**config.mk**
```make
export PLATFORM = sky130hd
export DESIGN_NAME = dac_sample_fifo_ctrl
export DESIGN_NICKNAME = d
export VERILOG_FILES = /design/src/rtl/dacq_pkg.sv /design/src/rtl/dacq_cfg_regs.sv /design/src/rtl/dacq_store.sv /design/src/rtl/dacq_events.sv /design/src/rtl/dac_sample_fifo_ctrl.sv
export SDC_FILE = /design/constraint.sdc
export NUM_CORES = 1
export LEC_CHECK = 0
export BUFFER_PORTS_ARGS = -buffer_cell sky130_fd_sc_hd__buf_2
export CAP_MARGIN = 25
export CORE_ASPECT_RATIO = 1.5
export CORE_UTILIZATION = 57
export DETAILED_ROUTE_END_ITERATION = 6
export HOLD_SLACK_MARGIN = 0.12
export MAX_ROUTING_LAYER = met4
export PLACE_DENSITY_LB_ADDON = 0.05
export REMOVE_ABC_BUFFERS = 1
export SLEW_MARGIN = 10
export SYNTH_ARGS = -nofsm -noshare
export SYNTH_HDL_FRONTEND = slang
export SYNTH_SLANG_ARGS = --single-unit
```
**constraint.sdc**
```tcl
create_clock -name clk -period 3.95 [get_ports clk]
set_input_delay 0.1975 -clock clk [delete_from_list [all_inputs] [get_ports clk]]
set_output_delay 0.1975 -clock clk [all_outputs]
set_load 0.02 [all_outputs]
```
**src/rtl/dacq_pkg.sv**
```systemverilog
`timescale 1ns/1ps
package dacq_pkg;
  localparam int CW_W       = 32;
  localparam int B_CLR_UDF  = 0;
  localparam int B_CLR_OVF  = 1;
  localparam int B_IE_FULL  = 2;
  localparam int B_IE_NEMP  = 3;
  localparam int B_IE_WM    = 4;
  localparam int B_IE_ERR   = 5;
  localparam int B_SW_TRIG  = 6;
  localparam int B_TRIG_SRC = 7;
  localparam int B_RUN      = 8;
  localparam int B_FIFO_ON  = 9;
  localparam int B_SWING    = 10;
  localparam int B_DMA      = 11;
  localparam int B_FIFO_CLR = 12;
  localparam int B_SOFT_RST = 13;
  localparam int B_WML_LO   = 16;
  localparam int WML_W      = 8;

  typedef struct packed {
    logic [WML_W-1:0] wml;
    logic             dma;
    logic             swing;
    logic             fifo_on;
    logic             run;
    logic             trig_src;
    logic             ie_err;
    logic             ie_wm;
    logic             ie_nemp;
    logic             ie_full;
  } cfg_t;

  // bit 0 full ... bit 4 overflow
  typedef struct packed {
    logic ovf;
    logic udf;
    logic wm;
    logic nemp;
    logic full;
  } stat_t;

  typedef enum logic {DIR_UP = 1'b0, DIR_DOWN = 1'b1} dir_e;
endpackage

```
**src/rtl/dacq_cfg_regs.sv**
```systemverilog
`timescale 1ns/1ps
module dacq_cfg_regs
  import dacq_pkg::*;
(
  input  logic            clk,
  input  logic            rst,
  input  logic            ctrl_we,
  input  logic [CW_W-1:0] ctrl_wdata,
  input  logic            hw_trig,
  output cfg_t            cfg,
  output logic            trig,
  output logic            clr_udf,
  output logic            clr_ovf,
  output logic            fifo_clr,
  output logic            soft_rst,
  output logic [CW_W-1:0] ctrl_rdata
);
  cfg_t cfg_q, cfg_d;
  logic sw_strobe;
  logic unused_rsvd;

  assign unused_rsvd = ^{ctrl_wdata[CW_W-1:B_WML_LO+WML_W],
                         ctrl_wdata[B_WML_LO-1:B_SOFT_RST+1]};

  always_comb begin
    cfg_d          = '0;
    cfg_d.ie_full  = ctrl_wdata[B_IE_FULL];
    cfg_d.ie_nemp  = ctrl_wdata[B_IE_NEMP];
    cfg_d.ie_wm    = ctrl_wdata[B_IE_WM];
    cfg_d.ie_err   = ctrl_wdata[B_IE_ERR];
    cfg_d.trig_src = ctrl_wdata[B_TRIG_SRC];
    cfg_d.run      = ctrl_wdata[B_RUN];
    cfg_d.fifo_on  = ctrl_wdata[B_FIFO_ON];
    cfg_d.swing    = ctrl_wdata[B_SWING];
    cfg_d.dma      = ctrl_wdata[B_DMA];
    cfg_d.wml      = ctrl_wdata[B_WML_LO +: WML_W];
  end

  assign soft_rst  = ctrl_we & ctrl_wdata[B_SOFT_RST];
  assign fifo_clr  = ctrl_we & ctrl_wdata[B_FIFO_CLR];
  assign clr_udf   = ctrl_we & ctrl_wdata[B_CLR_UDF];
  assign clr_ovf   = ctrl_we & ctrl_wdata[B_CLR_OVF];
  assign sw_strobe = ctrl_we & ctrl_wdata[B_SW_TRIG];

  always_ff @(posedge clk) begin
    if (rst || soft_rst) cfg_q <= '0;
    else if (ctrl_we)    cfg_q <= cfg_d;
  end

  // trigger source picked by the stored select bit, gated by run
  assign trig = cfg_q.run & (cfg_q.trig_src ? sw_strobe : hw_trig);
  assign cfg  = cfg_q;

  always_comb begin
    ctrl_rdata                      = '0;
    ctrl_rdata[B_IE_FULL]           = cfg_q.ie_full;
    ctrl_rdata[B_IE_NEMP]           = cfg_q.ie_nemp;
    ctrl_rdata[B_IE_WM]             = cfg_q.ie_wm;
    ctrl_rdata[B_IE_ERR]            = cfg_q.ie_err;
    ctrl_rdata[B_TRIG_SRC]          = cfg_q.trig_src;
    ctrl_rdata[B_RUN]               = cfg_q.run;
    ctrl_rdata[B_FIFO_ON]           = cfg_q.fifo_on;
    ctrl_rdata[B_SWING]             = cfg_q.swing;
    ctrl_rdata[B_DMA]               = cfg_q.dma;
    ctrl_rdata[B_WML_LO +: WML_W]   = cfg_q.wml;
  end
endmodule

```
**src/rtl/dacq_store.sv**
```systemverilog
`timescale 1ns/1ps
module dacq_store
  import dacq_pkg::*;
#(
  parameter int SMP_W      = 12,
  parameter int DEPTH_CODE = 3
) (
  input  logic                  clk,
  input  logic                  rst,
  input  logic                  fifo_clr,
  input  logic                  soft_rst,
  input  logic                  smp_we,
  input  logic [SMP_W-1:0]      smp_data,
  input  logic                  trig,
  input  logic                  fifo_on,
  input  logic                  swing,
  output logic [DEPTH_CODE:0]   wptr,
  output logic [DEPTH_CODE:0]   rptr,
  output logic [DEPTH_CODE+1:0] cnt,
  output logic                  full,
  output logic                  ovf_evt,
  output logic                  udf_evt,
  output logic [SMP_W-1:0]      code,
  output logic                  update
);
  localparam int AW    = DEPTH_CODE + 1;
  localparam int DEPTH = 2 << DEPTH_CODE;
  localparam logic [AW:0]   DEPTH_C = (AW+1)'(DEPTH);
  localparam logic [AW:0]   CNT_ONE = (AW+1)'(1);
  localparam logic [AW-1:0] P_ONE   = AW'(1);
  localparam logic [AW-1:0] P_ZERO  = '0;

  logic [SMP_W-1:0] mem [DEPTH];
  logic [AW-1:0] wptr_q, rptr_q, rptr_d, last;
  logic [AW:0]   cnt_q, cnt_d, cap;
  dir_e          dir_q, dir_d;
  logic          clr_any, have, wr_ok, rd_ok, pop;
  logic [SMP_W-1:0] code_q;
  logic          upd_q;

  assign clr_any = fifo_clr | soft_rst;
  assign cap     = fifo_on ? DEPTH_C : CNT_ONE;
  assign full    = (cnt_q >= cap);
  assign have    = (cnt_q != '0);
  assign wr_ok   = smp_we & ~full & ~clr_any;
  assign rd_ok   = trig & have & ~clr_any;
  assign pop     = rd_ok & ~swing;
  assign ovf_evt = smp_we & full & ~clr_any;
  assign udf_evt = trig & ~have & ~swing & ~clr_any;
  assign last    = wptr_q - P_ONE;

  // storage: single write port, registered read into the code register
  always_ff @(posedge clk) begin
    if (wr_ok) mem[wptr_q] <= smp_data;
  end

  always_ff @(posedge clk) begin
    if (rst || soft_rst) code_q <= '0;
    else if (rd_ok)      code_q <= mem[rptr_q];
  end

  always_ff @(posedge clk) begin
    if (rst) upd_q <= 1'b0;
    else     upd_q <= rd_ok;
  end

  // read pointer walk: plain advance, or a bounce between entry 0 and the last write
  always_comb begin
    rptr_d = rptr_q;
    dir_d  = dir_q;
    if (pop) begin
      rptr_d = rptr_q + P_ONE;
    end else if (rd_ok && swing) begin
      if (dir_q == DIR_UP) begin
        if (rptr_q == last) begin
          dir_d  = DIR_DOWN;
          rptr_d = (rptr_q == P_ZERO) ? P_ZERO : rptr_q - P_ONE;
        end else begin
          rptr_d = rptr_q + P_ONE;
        end
      end else begin
        if (rptr_q == P_ZERO) begin
          dir_d  = DIR_UP;
          rptr_d = (last == P_ZERO) ? P_ZERO : P_ONE;
        end else begin
          rptr_d = rptr_q - P_ONE;
        end
      end
    end
  end

  always_comb begin
    cnt_d = cnt_q;
    if (wr_ok && !pop)      cnt_d = cnt_q + CNT_ONE;
    else if (pop && !wr_ok) cnt_d = cnt_q - CNT_ONE;
  end

  always_ff @(posedge clk) begin
    if (rst || clr_any) begin
      wptr_q <= '0;
      rptr_q <= '0;
      cnt_q  <= '0;
      dir_q  <= DIR_UP;
    end else begin
      if (wr_ok) wptr_q <= wptr_q + P_ONE;
      rptr_q <= rptr_d;
      cnt_q  <= cnt_d;
      dir_q  <= dir_d;
    end
  end

  assign wptr   = wptr_q;
  assign rptr   = rptr_q;
  assign cnt    = cnt_q;
  assign code   = code_q;
  assign update = upd_q;
endmodule

```
**src/rtl/dacq_events.sv**
```systemverilog
`timescale 1ns/1ps
module dacq_events
  import dacq_pkg::*;
#(
  parameter int AW = 4
) (
  input  logic        clk,
  input  logic        rst,
  input  cfg_t        cfg,
  input  logic        full,
  input  logic [AW:0] cnt,
  input  logic [AW-1:0] rptr,
  input  logic        ovf_evt,
  input  logic        udf_evt,
  input  logic        clr_udf,
  input  logic        clr_ovf,
  input  logic        fifo_clr,
  input  logic        soft_rst,
  output stat_t       stat,
  output logic        irq,
  output logic        dma_req
);
  localparam logic [AW:0] CNT_ONE = (AW+1)'(1);

  logic udf_q, ovf_q, nemp, wm, src, irq_q, dma_q;

  assign nemp = (cnt == CNT_ONE);
  assign wm   = (WML_W'(rptr) == cfg.wml);

  always_ff @(posedge clk) begin
    if (rst || fifo_clr || soft_rst) begin
      udf_q <= 1'b0;
      ovf_q <= 1'b0;
    end else begin
      udf_q <= udf_evt | (udf_q & ~clr_udf);
      ovf_q <= ovf_evt | (ovf_q & ~clr_ovf);
    end
  end

  assign src = (full & cfg.ie_full) | (nemp & cfg.ie_nemp) |
               (wm & cfg.ie_wm) | ((udf_q | ovf_q) & cfg.ie_err);

  always_ff @(posedge clk) begin
    if (rst || soft_rst) begin
      irq_q <= 1'b0;
      dma_q <= 1'b0;
    end else begin
      irq_q <= src & ~cfg.dma;
      dma_q <= src & cfg.dma;
    end
  end

  always_comb begin
    stat.full = full;
    stat.nemp = nemp;
    stat.wm   = wm;
    stat.udf  = udf_q;
    stat.ovf  = ovf_q;
  end

  assign irq     = irq_q;
  assign dma_req = dma_q;
endmodule

```
**src/rtl/dac_sample_fifo_ctrl.sv**
```systemverilog
`timescale 1ns/1ps
module dac_sample_fifo_ctrl
  import dacq_pkg::*;
#(
  parameter int SMP_W      = 12,
  parameter int WORD_W     = 16,
  parameter int DEPTH_CODE = 3,
  parameter int PTR_W      = 8
) (
  input  logic              clk,
  input  logic              rst,
  input  logic              smp_we,
  input  logic [WORD_W-1:0] smp_wdata,
  input  logic              ctrl_we,
  input  logic [CW_W-1:0]   ctrl_wdata,
  input  logic              hw_trig,
  output logic [CW_W-1:0]   ctrl_rdata,
  output logic [4:0]        status,
  output logic [PTR_W-1:0]  wr_ptr,
  output logic [PTR_W-1:0]  rd_ptr,
  output logic [SMP_W-1:0]  dac_code,
  output logic              dac_update,
  output logic              irq,
  output logic              dma_req
);
  localparam int AW = DEPTH_CODE + 1;

  cfg_t          cfg;
  stat_t         stat;
  logic          trig, clr_udf, clr_ovf, fifo_clr, soft_rst, swing_eff;
  logic          full, ovf_evt, udf_evt;
  logic [AW-1:0] wptr, rptr;
  logic [AW:0]   cnt;
  logic          unused_hi;

  assign unused_hi = ^smp_wdata[WORD_W-1:SMP_W];
  assign swing_eff = cfg.swing & cfg.fifo_on;

  dacq_cfg_regs u_cfg (
    .clk        (clk),
    .rst        (rst),
    .ctrl_we    (ctrl_we),
    .ctrl_wdata (ctrl_wdata),
    .hw_trig    (hw_trig),
    .cfg        (cfg),
    .trig       (trig),
    .clr_udf    (clr_udf),
    .clr_ovf    (clr_ovf),
    .fifo_clr   (fifo_clr),
    .soft_rst   (soft_rst),
    .ctrl_rdata (ctrl_rdata)
  );

  dacq_store #(.SMP_W(SMP_W), .DEPTH_CODE(DEPTH_CODE)) u_store (
    .clk      (clk),
    .rst      (rst),
    .fifo_clr (fifo_clr),
    .soft_rst (soft_rst),
    .smp_we   (smp_we),
    .smp_data (smp_wdata[SMP_W-1:0]),
    .trig     (trig),
    .fifo_on  (cfg.fifo_on),
    .swing    (swing_eff),
    .wptr     (wptr),
    .rptr     (rptr),
    .cnt      (cnt),
    .full     (full),
    .ovf_evt  (ovf_evt),
    .udf_evt  (udf_evt),
    .code     (dac_code),
    .update   (dac_update)
  );

  dacq_events #(.AW(AW)) u_evt (
    .clk      (clk),
    .rst      (rst),
    .cfg      (cfg),
    .full     (full),
    .cnt      (cnt),
    .rptr     (rptr),
    .ovf_evt  (ovf_evt),
    .udf_evt  (udf_evt),
    .clr_udf  (clr_udf),
    .clr_ovf  (clr_ovf),
    .fifo_clr (fifo_clr),
    .soft_rst (soft_rst),
    .stat     (stat),
    .irq      (irq),
    .dma_req  (dma_req)
  );

  assign status = stat;
  assign wr_ptr = PTR_W'(wptr);
  assign rd_ptr = PTR_W'(rptr);
endmodule

```
==> qor.yml <==
logic_synthesis:
  synthArstFlopShare: 0
  avgSynthCellArea_um2: 16.7
  synth_enable_flop_cells: 192
  yosysTopAreaCellShare: 0.575
  synthMuxAreaShare: 0.161
  synth_fa_ha_area_frac: 0.0175
  yosysWarnings: 0
  seq_area_frac_synth: 0.671
  yosys.cell_types.count: 54
  synth.area.top_cells: "edfxtp_1, mux4_2, dfxtp_1"
  synthSimpleGateAreaFrac: 0.0634
  synth_seq_cells: 240
  ys.flop_type: "edfxtp_1"
  yosysMostFrequentCell: "edfxtp_1"
  synthCells: 600
  synth_area_um2: 10000
  synth_top_family_by_area: "multiplexers"
  synth_commonest_cells: "edfxtp_1, dfxtp_1, nor2_1"
  synth_compound_area_frac: 0.0261
  synthXorXnorAreaFrac: 0.0157
  synth_top_area_cell: "edfxtp_1"
worst_setup_path:
  critPathArrivalTime_ps: 2930
  path_max_fanout: 10
  crit_top_cell: "nor2_1"
  crit_slowest_cell: "dfxtp_1"
  crit_path_end_kind: "flop"
  crit_type: "reg -> reg"
  critPathLaunchType: "flop"
  cpPeakStageDelay_ps: 440
  required_ps: 4120
  crit_chain: "inv_1, ha_1, nor2_1, a31oi_1, nor3_2, nand2_1, nor2_1, buf_4"
  r2r_slack_ps: 1190
sta:
  timing.fmax_mhz: 363
  post-route-period-util: 0.698
  timing.setup.tns_ps: 0
  clock_skew_ps: 11.8
  finalHoldViolCount: 0
  setup_viol: 0
  worst_slew_pin_slew_ps: 869
  rsz0062_at_grt: "no"
  slew_violations: 0
  fin_crit_ps: 2760
  slew_headroom: 0.420
routing:
  wl_um: 20600
  vias: 5538
  first_pass_iters: 4
  wire_per_inst_um: 21.4
  via_per_inst: 5.77
  top_layer_used: "met4"
  ant_nets: 0
  met2RoutedLength_um: 11200
  drt_iter0_markers: 290
  wl_met1_um: 7990
  drc_errors: 0
  routed-wl-met3_um: 973
layout:
  num_antenna_cells: 0
  final_util: 0.679
  area_growth_pct: 17.0
  fill_cells: 1172
  layout.nets: 797
  final_layout_size_suffix_gt1_frac: 0.265
power:
  leakagePower_nw: 4.18
  powerDensity_nw_per_um2: 448
  ir_drop_v: 0.000441
global_routing:
  grt_pass1_vias: 5621
  grt_max_degree: 53
  grt_pass1_wl_um: 30400
  grtUsageTotal: 0.240
  gr-total-overflow: 0
  antenna_found_initial: 0
run_status:
  status: "completed"
floorplan:
  core_area_um2: 17300
  ios: 121
  die_x_um: 110
  rows: 59
  die-area_um2: 18100
  die_h_um: 164
  initial_core_util: 0.581
cts:
  clkSinkCount: 240
  clk_pin_slew_ps: 60
  cts_tree: "yes"
  htreeDepth: 1
  clockBufferDepth: 3
  numCtsBuffers: 23
  clk_latency_ps: 500
  cts-root-buf: "clkbuf_16"
placed_design:
  place.gp.congestion: 0.749
  dpl.hpwl_um: 12200
  io_buffers: 83
job:
  cap_violations: 0
worst_hold_path:
  hp-class: "in -> reg"
[metrics by stage]
stage	cells	power [mW]	worst slack [ps]	area (µm²)	hold WS [ps]
6_report	959	5.26	1190	11700	264
5_1_grt	959	5.45	1030	11700	295
4_1_cts	956	5.30	1210	11700	248
3_5_place_dp	881	3.19	1210	10600	441
3_3_place_gp	880	3.17	1250	10600	432
2_1_floorplan	562	3.06	328	9700	296
[layer usage]
metal / vias to the layer above / track usage
met5: - / -
met4: 0 / 0.0622
met3: 28 / 0.0304
met2: 165 / 0.432
met1: 2814 / 0.281
li1: 2531 / -
[area by class of cell]
cell class              count  area (µm²)  area share
flip-flops and latches    240        6730       0.574
multi-input cells         312        2960       0.252
well taps                 213         267      0.0227
repair buffers            143        1010      0.0865
clock buffers              37         678      0.0578
inverters                  10        37.5     0.00320
clock inverters             4        47.5     0.00405
[flip-flops by register name, indices dropped and copies added (netlist names), 4 cells and up]
name	count
u_store.rptr	4
u_store.wptr	4
u_store.code	12
u_store.cnt	5
u_cfg.cfg	17
u_store.mem	192
[worst paths after layout]
path | endpoint | depth (start not counted) | startpoint
worst min-delay path | u_evt.udf_q | 4 | ctrl_wdata[12]
worst max register to register | u_store.mem[9][6] | 8 | u_store.cnt[0]
worst min register to register | u_store.code[1] | 2 | u_store.code[1]
worst max-delay path | u_store.mem[9][6] | 8 | u_store.cnt[0]
[worst max-delay path, delay by kind of cell (launching register included)]
kind,cells,cell delay [ps]
buf+inv,2,440
fa+ha+maj,1,300
compound gates,1,180
simple gates,4,1050
flops,1,440
[where the power goes]
part	internal, mW	switching, mW	leakage, nW	total (mW)
Clock	1.24	0.860	0.348	2.10
Combinational	0.158	0.218	1.71	0.376
Sequential	2.76	0.0271	2.12	2.79
[kinds of logic after synthesis]
| kind of cell | Yosys count |
|---|---|
| xor gates and xnor gates | 18 |
| muxes | 81 |
| adders and majority gates | 14 |
| AOI/OAI and AO/OA | 42 |
| and+or+nand+nor | 134 |
| DFF | 240 |
| other | 1 |
| buffers and inverters | 70 |
[timing repair]
| action | 4_1_cts | 5_1_grt |
|---|---|---|
| setup buffers | 0 | 0 |
| hold endpoints to repair | 212 | 0 |
| hold buffers | 34 | 0 |
| resized for setup | 0 | 0 |
[cells in the final DEF (no fill, tap or decap), types with 10 or more instances in the layout]
cell | netlist | layout
xnor2_1 | 10 | 10
buf_4 | 29 | 22
edfxtp_1 | 192 | 192
mux4_2 | 45 | 45
a21oi_1 | 21 | 21
ha_1 | 14 | 14
clkbuf_16 | 0 | 23
mux2i_1 | 20 | 20
mux4_1 | 15 | 15
conb_1 | 1 | 23
nor2_1 | 47 | 47
nand2_1 | 38 | 38
dlygate4sd3_1 | 0 | 34
buf_2 | 8 | 83
dfxtp_1 | 48 | 46
Power figures use the tool's default switching activity.
